$ cat src/rtl/lowdram_pkg.sv
package lowdram_pkg;

    localparam int ADDR_W     = 32;
    localparam int REG_W      = 8;
    localparam int FIELD_W    = 5;
    localparam int BOUND_LSB  = ADDR_W - FIELD_W;
    localparam int RSVD_W     = REG_W - FIELD_W;
    localparam int MB_SHIFT   = 20;
    localparam int GFX_CODE_W = 6;
    localparam int TSEG_SEL_W = 2;
    localparam logic [FIELD_W-1:0] FIELD_RESET = FIELD_W'(1);

    typedef enum logic [1:0] {
        RGN_DRAM = 2'd0,
        RGN_GFX  = 2'd1,
        RGN_TSEG = 2'd2,
        RGN_NONE = 2'd3
    } region_e;

    typedef struct packed {
        logic [ADDR_W-1:0] top;
        logic [ADDR_W-1:0] gfx_base;
        logic [ADDR_W-1:0] tseg_base;
    } bounds_t;

    function automatic logic [ADDR_W-1:0] field_to_addr(input logic [FIELD_W-1:0] f);
        return {f, {BOUND_LSB{1'b0}}};
    endfunction

    function automatic logic [ADDR_W-1:0] gfx_bytes(input logic en,
                                                    input logic [GFX_CODE_W-1:0] code);
        logic [ADDR_W-1:0] mb;
        mb = ADDR_W'(code) + ADDR_W'(1);
        return en ? (mb << MB_SHIFT) : '0;
    endfunction

    function automatic logic [ADDR_W-1:0] tseg_bytes(input logic en,
                                                     input logic [TSEG_SEL_W-1:0] sel);
        logic [ADDR_W-1:0] mb;
        case (sel)
            2'b00:   mb = ADDR_W'(1);
            2'b01:   mb = ADDR_W'(2);
            default: mb = ADDR_W'(8);
        endcase
        return en ? (mb << MB_SHIFT) : '0;
    endfunction

endpackage

$ cat src/rtl/lowdram_topreg.sv
module lowdram_topreg
    import lowdram_pkg::*;
(
    input  logic               clk,
    input  logic               rst,
    input  logic               wr,
    input  logic [REG_W-1:0]   wdata,
    input  logic               lock_req,
    output logic [FIELD_W-1:0] field,
    output logic [REG_W-1:0]   rdata
);

    logic               lock_q;
    logic [FIELD_W-1:0] field_q;
    logic [FIELD_W-1:0] new_field;
    logic               locked_now;
    logic               accept;

    assign new_field  = wdata[REG_W-1:RSVD_W];
    assign locked_now = lock_q | lock_req;
    assign accept     = wr & ~locked_now & (new_field != '0);

    always_ff @(posedge clk) begin
        if (rst) begin
            lock_q  <= 1'b0;
            field_q <= FIELD_RESET;
        end else begin
            if (lock_req)
                lock_q <= 1'b1;
            if (accept)
                field_q <= new_field;
        end
    end

    assign field = field_q;
    assign rdata = {field_q, {RSVD_W{1'b0}}};

    AST_FIELD_NONZERO: assert property (@(posedge clk) disable iff (rst)
        field_q != '0) else $error("field zero");
    AST_ZERO_WRITE_KEPT: assert property (@(posedge clk) disable iff (rst)
        (wr && wdata[REG_W-1:RSVD_W] == '0) |=> $stable(field_q)) else $error("zero write taken");
    AST_LOCK_STICKY: assert property (@(posedge clk) disable iff (rst)
        lock_q |=> lock_q) else $error("lock dropped");
    AST_LOCKED_HOLD: assert property (@(posedge clk) disable iff (rst)
        (lock_q || lock_req) |=> $stable(field_q)) else $error("locked field moved");

endmodule

$ cat src/rtl/lowdram_bases.sv
module lowdram_bases
    import lowdram_pkg::*;
(
    input  logic                  clk,
    input  logic                  rst,
    input  logic [FIELD_W-1:0]    field,
    input  logic                  gfx_en,
    input  logic [GFX_CODE_W-1:0] gfx_code,
    input  logic                  tseg_en,
    input  logic [TSEG_SEL_W-1:0] tseg_sel,
    output bounds_t               bnd
);

    logic [ADDR_W-1:0] gsize;
    logic [ADDR_W-1:0] tsize;

    always_comb begin
        gsize         = gfx_bytes(gfx_en, gfx_code);
        tsize         = tseg_bytes(tseg_en, tseg_sel);
        bnd.top       = field_to_addr(field);
        bnd.gfx_base  = bnd.top - gsize;
        bnd.tseg_base = bnd.gfx_base - tsize;
    end

    AST_BASE_ORDER: assert property (@(posedge clk) disable iff (rst)
        (bnd.tseg_base <= bnd.gfx_base) && (bnd.gfx_base <= bnd.top)) else $error("bases out of order");
    AST_GFX_OFF: assert property (@(posedge clk) disable iff (rst)
        !gfx_en |-> bnd.gfx_base == bnd.top) else $error("disabled gfx takes space");
    AST_TSEG_OFF: assert property (@(posedge clk) disable iff (rst)
        !tseg_en |-> bnd.tseg_base == bnd.gfx_base) else $error("disabled tseg takes space");

endmodule

$ cat src/rtl/lowdram_classify.sv
module lowdram_classify
    import lowdram_pkg::*;
(
    input  logic              clk,
    input  logic              rst,
    input  bounds_t           bnd,
    input  logic [ADDR_W-1:0] addr,
    output region_e           rgn
);

    logic below_top;
    logic in_gfx;
    logic in_tseg;

    assign below_top = addr < bnd.top;
    assign in_gfx    = addr >= bnd.gfx_base;
    assign in_tseg   = addr >= bnd.tseg_base;

    always_comb begin
        if (!below_top)
            rgn = RGN_NONE;
        else if (in_gfx)
            rgn = RGN_GFX;
        else if (in_tseg)
            rgn = RGN_TSEG;
        else
            rgn = RGN_DRAM;
    end

    AST_ABOVE_NONE: assert property (@(posedge clk) disable iff (rst)
        (addr >= bnd.top) |-> rgn == RGN_NONE) else $error("above top claimed");
    AST_LOW_DRAM: assert property (@(posedge clk) disable iff (rst)
        (addr < bnd.tseg_base) |-> rgn == RGN_DRAM) else $error("low addr not dram");

endmodule

$ cat src/rtl/lowdram_decoder.sv
module lowdram_decoder
    import lowdram_pkg::*;
(
    input  logic                  clk,
    input  logic                  rst,
    input  logic                  cfg_wr,
    input  logic [REG_W-1:0]      cfg_wdata,
    output logic [REG_W-1:0]      cfg_rdata,
    input  logic                  lock_in,
    input  logic                  gfx_en,
    input  logic [GFX_CODE_W-1:0] gfx_size_code,
    input  logic                  tseg_en,
    input  logic [TSEG_SEL_W-1:0] tseg_size_sel,
    input  logic [ADDR_W-1:0]     host_addr,
    output logic [1:0]            region
);

    logic [FIELD_W-1:0] field;
    bounds_t            bnd;
    region_e            rgn;

    lowdram_topreg u_reg (
        .clk      (clk),
        .rst      (rst),
        .wr       (cfg_wr),
        .wdata    (cfg_wdata),
        .lock_req (lock_in),
        .field    (field),
        .rdata    (cfg_rdata)
    );

    lowdram_bases u_bases (
        .clk      (clk),
        .rst      (rst),
        .field    (field),
        .gfx_en   (gfx_en),
        .gfx_code (gfx_size_code),
        .tseg_en  (tseg_en),
        .tseg_sel (tseg_size_sel),
        .bnd      (bnd)
    );

    lowdram_classify u_cls (
        .clk  (clk),
        .rst  (rst),
        .bnd  (bnd),
        .addr (host_addr),
        .rgn  (rgn)
    );

    assign region = rgn;

    AST_GFX_ONLY_ENABLED: assert property (@(posedge clk) disable iff (rst)
        (region == 2'd1) |-> gfx_en) else $error("gfx hit while disabled");
    AST_TSEG_ONLY_ENABLED: assert property (@(posedge clk) disable iff (rst)
        (region == 2'd2) |-> tseg_en) else $error("tseg hit while disabled");

endmodule

$ cat config.mk
export PLATFORM = sky130hd
export DESIGN_NAME = lowdram_decoder
export DESIGN_NICKNAME = d
export VERILOG_FILES = /design/src/rtl/lowdram_pkg.sv /design/src/rtl/lowdram_topreg.sv /design/src/rtl/lowdram_bases.sv /design/src/rtl/lowdram_classify.sv /design/src/rtl/lowdram_decoder.sv
export SDC_FILE = /design/constraint.sdc
export NUM_CORES = 1
export LEC_CHECK = 0
export CORE_UTILIZATION = 41
export CTS_BUF_LIST = sky130_fd_sc_hd__clkbuf_8
export DETAILED_ROUTE_END_ITERATION = 10
export GPL_ROUTABILITY_DRIVEN = 0
export HOLD_SLACK_MARGIN = 0.12
export PLACE_DENSITY = 0.79
export SYNTH_ARGS = -nofsm -noshare
export SYNTH_HDL_FRONTEND = slang
export SYNTH_SLANG_ARGS = --single-unit
$ cat constraint.sdc
create_clock -name clk -period 3.4 [get_ports clk]
set_input_delay 0.34 -clock clk [delete_from_list [all_inputs] [get_ports clk]]
set_output_delay 0.34 -clock clk [all_outputs]
set_load 0.02 [all_outputs]
==> flow_metrics.tcl, run 1 <==
set metrics [dict create \
    status "complete, but fails checks" \
    violations "negative setup slack" \
    rsz0062_at_grt "true" \
    worst_pin_slew_ps 488 \
    synth_edf_count 0 \
    fp-row-count 22 \
    skew_ps 1.42 \
    cpMostUsedCell "buf_4" \
    p_switching_uw 317 \
    die_area_um2 4190 \
    combPwrFrac_pct 76.8 \
    wl_um 6510 \
    synth_area_leaders "ha_1, xnor2_1, dfxtp_1, nand2_1, xor2_1" \
    slowest_stage "or3b_4" \
    drive_gt1_share_pct 37.8 \
    synth_top_area_cell "ha_1" \
    maxCapViolCount 0 \
    syn2layout_area_growth_pct 91.8 \
    maxSlewHeadroom_pct 67.2 \
    cp_slowest_stage_delay_ps 400 \
    period_share_pct 114 \
    grt_max_degree 13 \
    fill_cells 197 \
    power_density_nw_per_um2 256 \
    crit_required_ps 3060 \
    ys_seq_area_share_pct 7.44 \
    clkSinkCount 6 \
    dpl-instance-area_um2 2590 \
    yosys_warnings 0 \
    drc 0 \
    root_buffer "clkbuf_8" \
    timing.critical_path.from "gfx_size_code[0]" \
    diodes 0 \
    first_global_vias 2126 \
    sw_frac_of_total_pct 40.0 \
    pin_count 64 \
    cts_tree "done" \
    drtIter0Drc 95 \
    core_area_um2 3720 \
    ys_ff_latch 6 \
    h-tree-depth 1 \
    power.clock.fraction_pct 13.5 \
    numCtsBuffers 3 \
    finalSetupViolations 2 \
    hold_class "flip-flop to flip-flop" \
    fin_crit_ps 3880 \
    die_w_um 64.8 \
    synth_ff_type "dfxtp_1" \
    synth_top_area_share_pct 22.5 \
    ant_nets 0 \
    clk_latency_ps 220 \
    leakage_uw 0.00134 \
    yosysMostFrequentCell "ha_1" \
    synthesis.area_um2 1620 \
    worstPathArrival_ps 3540 \
    async_reset_ff_share_pct 0 \
    drtPass1Iterations 4 \
    nNetsFinal 414 \
    design_area_um2 3100 \
    setup.worst_path.start_class "primary input" \
    fp.dieH_um 64.8 \
    synth_common_cells "ha_1, nand2_1, inv_1, xnor2_1, nor2_1" \
    finalPower_uw 793 \
    ir_drop_mv 0.233 \
    grt_overflow_total 0 \
    grt_usage_pct 26.1 \
    maxSlewViolCount 0 \
    cts_max_path_buffers 2 \
    worstHoldStart "u_reg.lock_q$_SDFFE_PP0P_" \
    regArea_um2 120 \
    p_int_uw 476 \
    max_freq_mhz 258 \
    grt_pass1_wl_um 8740 \
    cts.clk_slew.worst_paths_ps 30 \
    syn_inst 215 \
    reg2reg_from "u_reg.lock_q$_SDFFE_PP0P_" \
    start_util_pct 43.5 \
    fin_ws_ps -481 \
    wl_per_cell_um 17.3 \
    dp_worst_setup_slack_ps -1430 \
    dp_hpwl_um 3710 \
    vias 2181 \
    io_buffers 57 \
    crit_chain "buf_8, ha_4, xor2_2, or3b_4, nand2_4, xnor2_4, ha_4, o31ai_2, buf_4, buf_4, buf_4, buf_4, buf_4, nand2_1, ha_1, o2111ai_1, or3_1, nand3_2, nand3_2, o21ai_4, buf_6" \
    end_kind "primary output" \
    seqPwrFrac_pct 9.7 \
    critPathMaxFanout 3 \
    multi_input_area_um2 1770 \
    synth.avg_cell_area_um2 7.51 \
    critPathKind "primary input to primary output" \
    ys_types 53 \
    antenna_found_initial 0 \
    hold_viol_final 0 \
    viasPerCell 5.80 \
]
==> layer usage <==
layer  GRT usage [%]  wire [um]
met4            9.72        268
met5               0          0
met3            1.94        473
met1            27.1       2340
met2            53.0       3430
==> worst max-delay path, delay by kind of cell <==
| family | cells | cell delay [ps] |
|---|---|---|
| buffers and inverters | 7 | 790 |
| and+or+nand+nor | 6 | 1160 |
| xor gates and xnor gates | 2 | 290 |
| adders and majority gates | 3 | 690 |
| AOI/OAI and AO/OA | 3 | 290 |
==> cells in the final DEF, fill, tap and decap left out, types with 3 or more instances in the layout <==
master,netlist,routed
inv_1,15,14
buf_4,3,55
clkbuf_8,0,3
xor2_1,8,5
or4_1,4,3
nand3b_1,4,4
nand2b_4,0,3
nor4_1,7,7
buf_6,1,5
a21oi_2,0,3
nand3_1,11,5
dfxtp_1,6,6
ha_1,29,23
clkdlybuf4s50_1,0,48
nand2_1,22,19
xnor2_1,15,12
conb_1,1,3
a21oi_1,13,10
ha_4,0,5
nand3_2,0,5
a21o_1,3,3
nor2_1,14,11
==> sequential cells by signal, summed over array words and instances, names as in the netlist <==
| name | cells |
|---|---|
| u_reg.field | 5 |
| u_reg.lock_q | 1 |
==> metrics by stage <==
step                      hold WS, ps  setup TNS [ps]  instances  utilization (%)
after floorplan                   409            -226        217                -
after global placement            440           -2460        355             69.6
after detailed placement          448           -2580        355             69.6
after CTS                         456            -930        369             77.1
after global routing              505           -1180        376             83.4
final                             455            -944        376             83.4
==> power by group through the flow <==
stage	clock (uW)	combinational, uW	sequential (uW)
5_1_grt	111	650	77.3
6_report	107	609	77.1
4_1_cts	108	510	76.6
3_3_place_gp	0	427	77.3
3_5_place_dp	0	440	77.3
2_1_floorplan	0	248	81.5
==> worst paths after layout <==
kind	endpoint	slack, ps	cells past startpoint
max reg2reg	u_reg.field[3]$_SDFFE_PP0P_	2140	5
max	region[1]	-480	21
min reg2reg	u_reg.lock_q$_SDFFE_PP0P_	460	2
min	u_reg.lock_q$_SDFFE_PP0P_	460	2
==> cells by family after synthesis <==
family | after synthesis | share of synthesized area (%)
other cells | 1 | 0.232
compound gates | 43 | 18.4
flops | 6 | 7.44
fa+ha+maj | 30 | 23.7
buf+inv | 23 | 6.58
simple gates | 86 | 28.8
xor+xnor | 23 | 12.5
mux | 3 | 2.32
==> layout make-up <==
type,instances,area share (%)
clock buffers,3,1.33
inverters,15,1.90
multi-input cells,188,57.3
flip-flops and latches,6,3.88
well taps,48,1.94
repair buffers,116,33.7
==> what timing repair did <==
action                     4_1_cts  5_1_grt
gates cloned                     0        0
pin swaps                       28       29
hold buffers                     0        0
setup buffers                   11        7
gates resized for setup         54       38
setup endpoints to repair        2        2
No activity file was read; power rests on OpenSTA's default activity.
==> run 2: changes to the inputs <==
SLEW_MARGIN = 25   (was not set)
==> results of run 2 <==
Same layout as run 1: the final DEF is identical, and so are final timing and power.
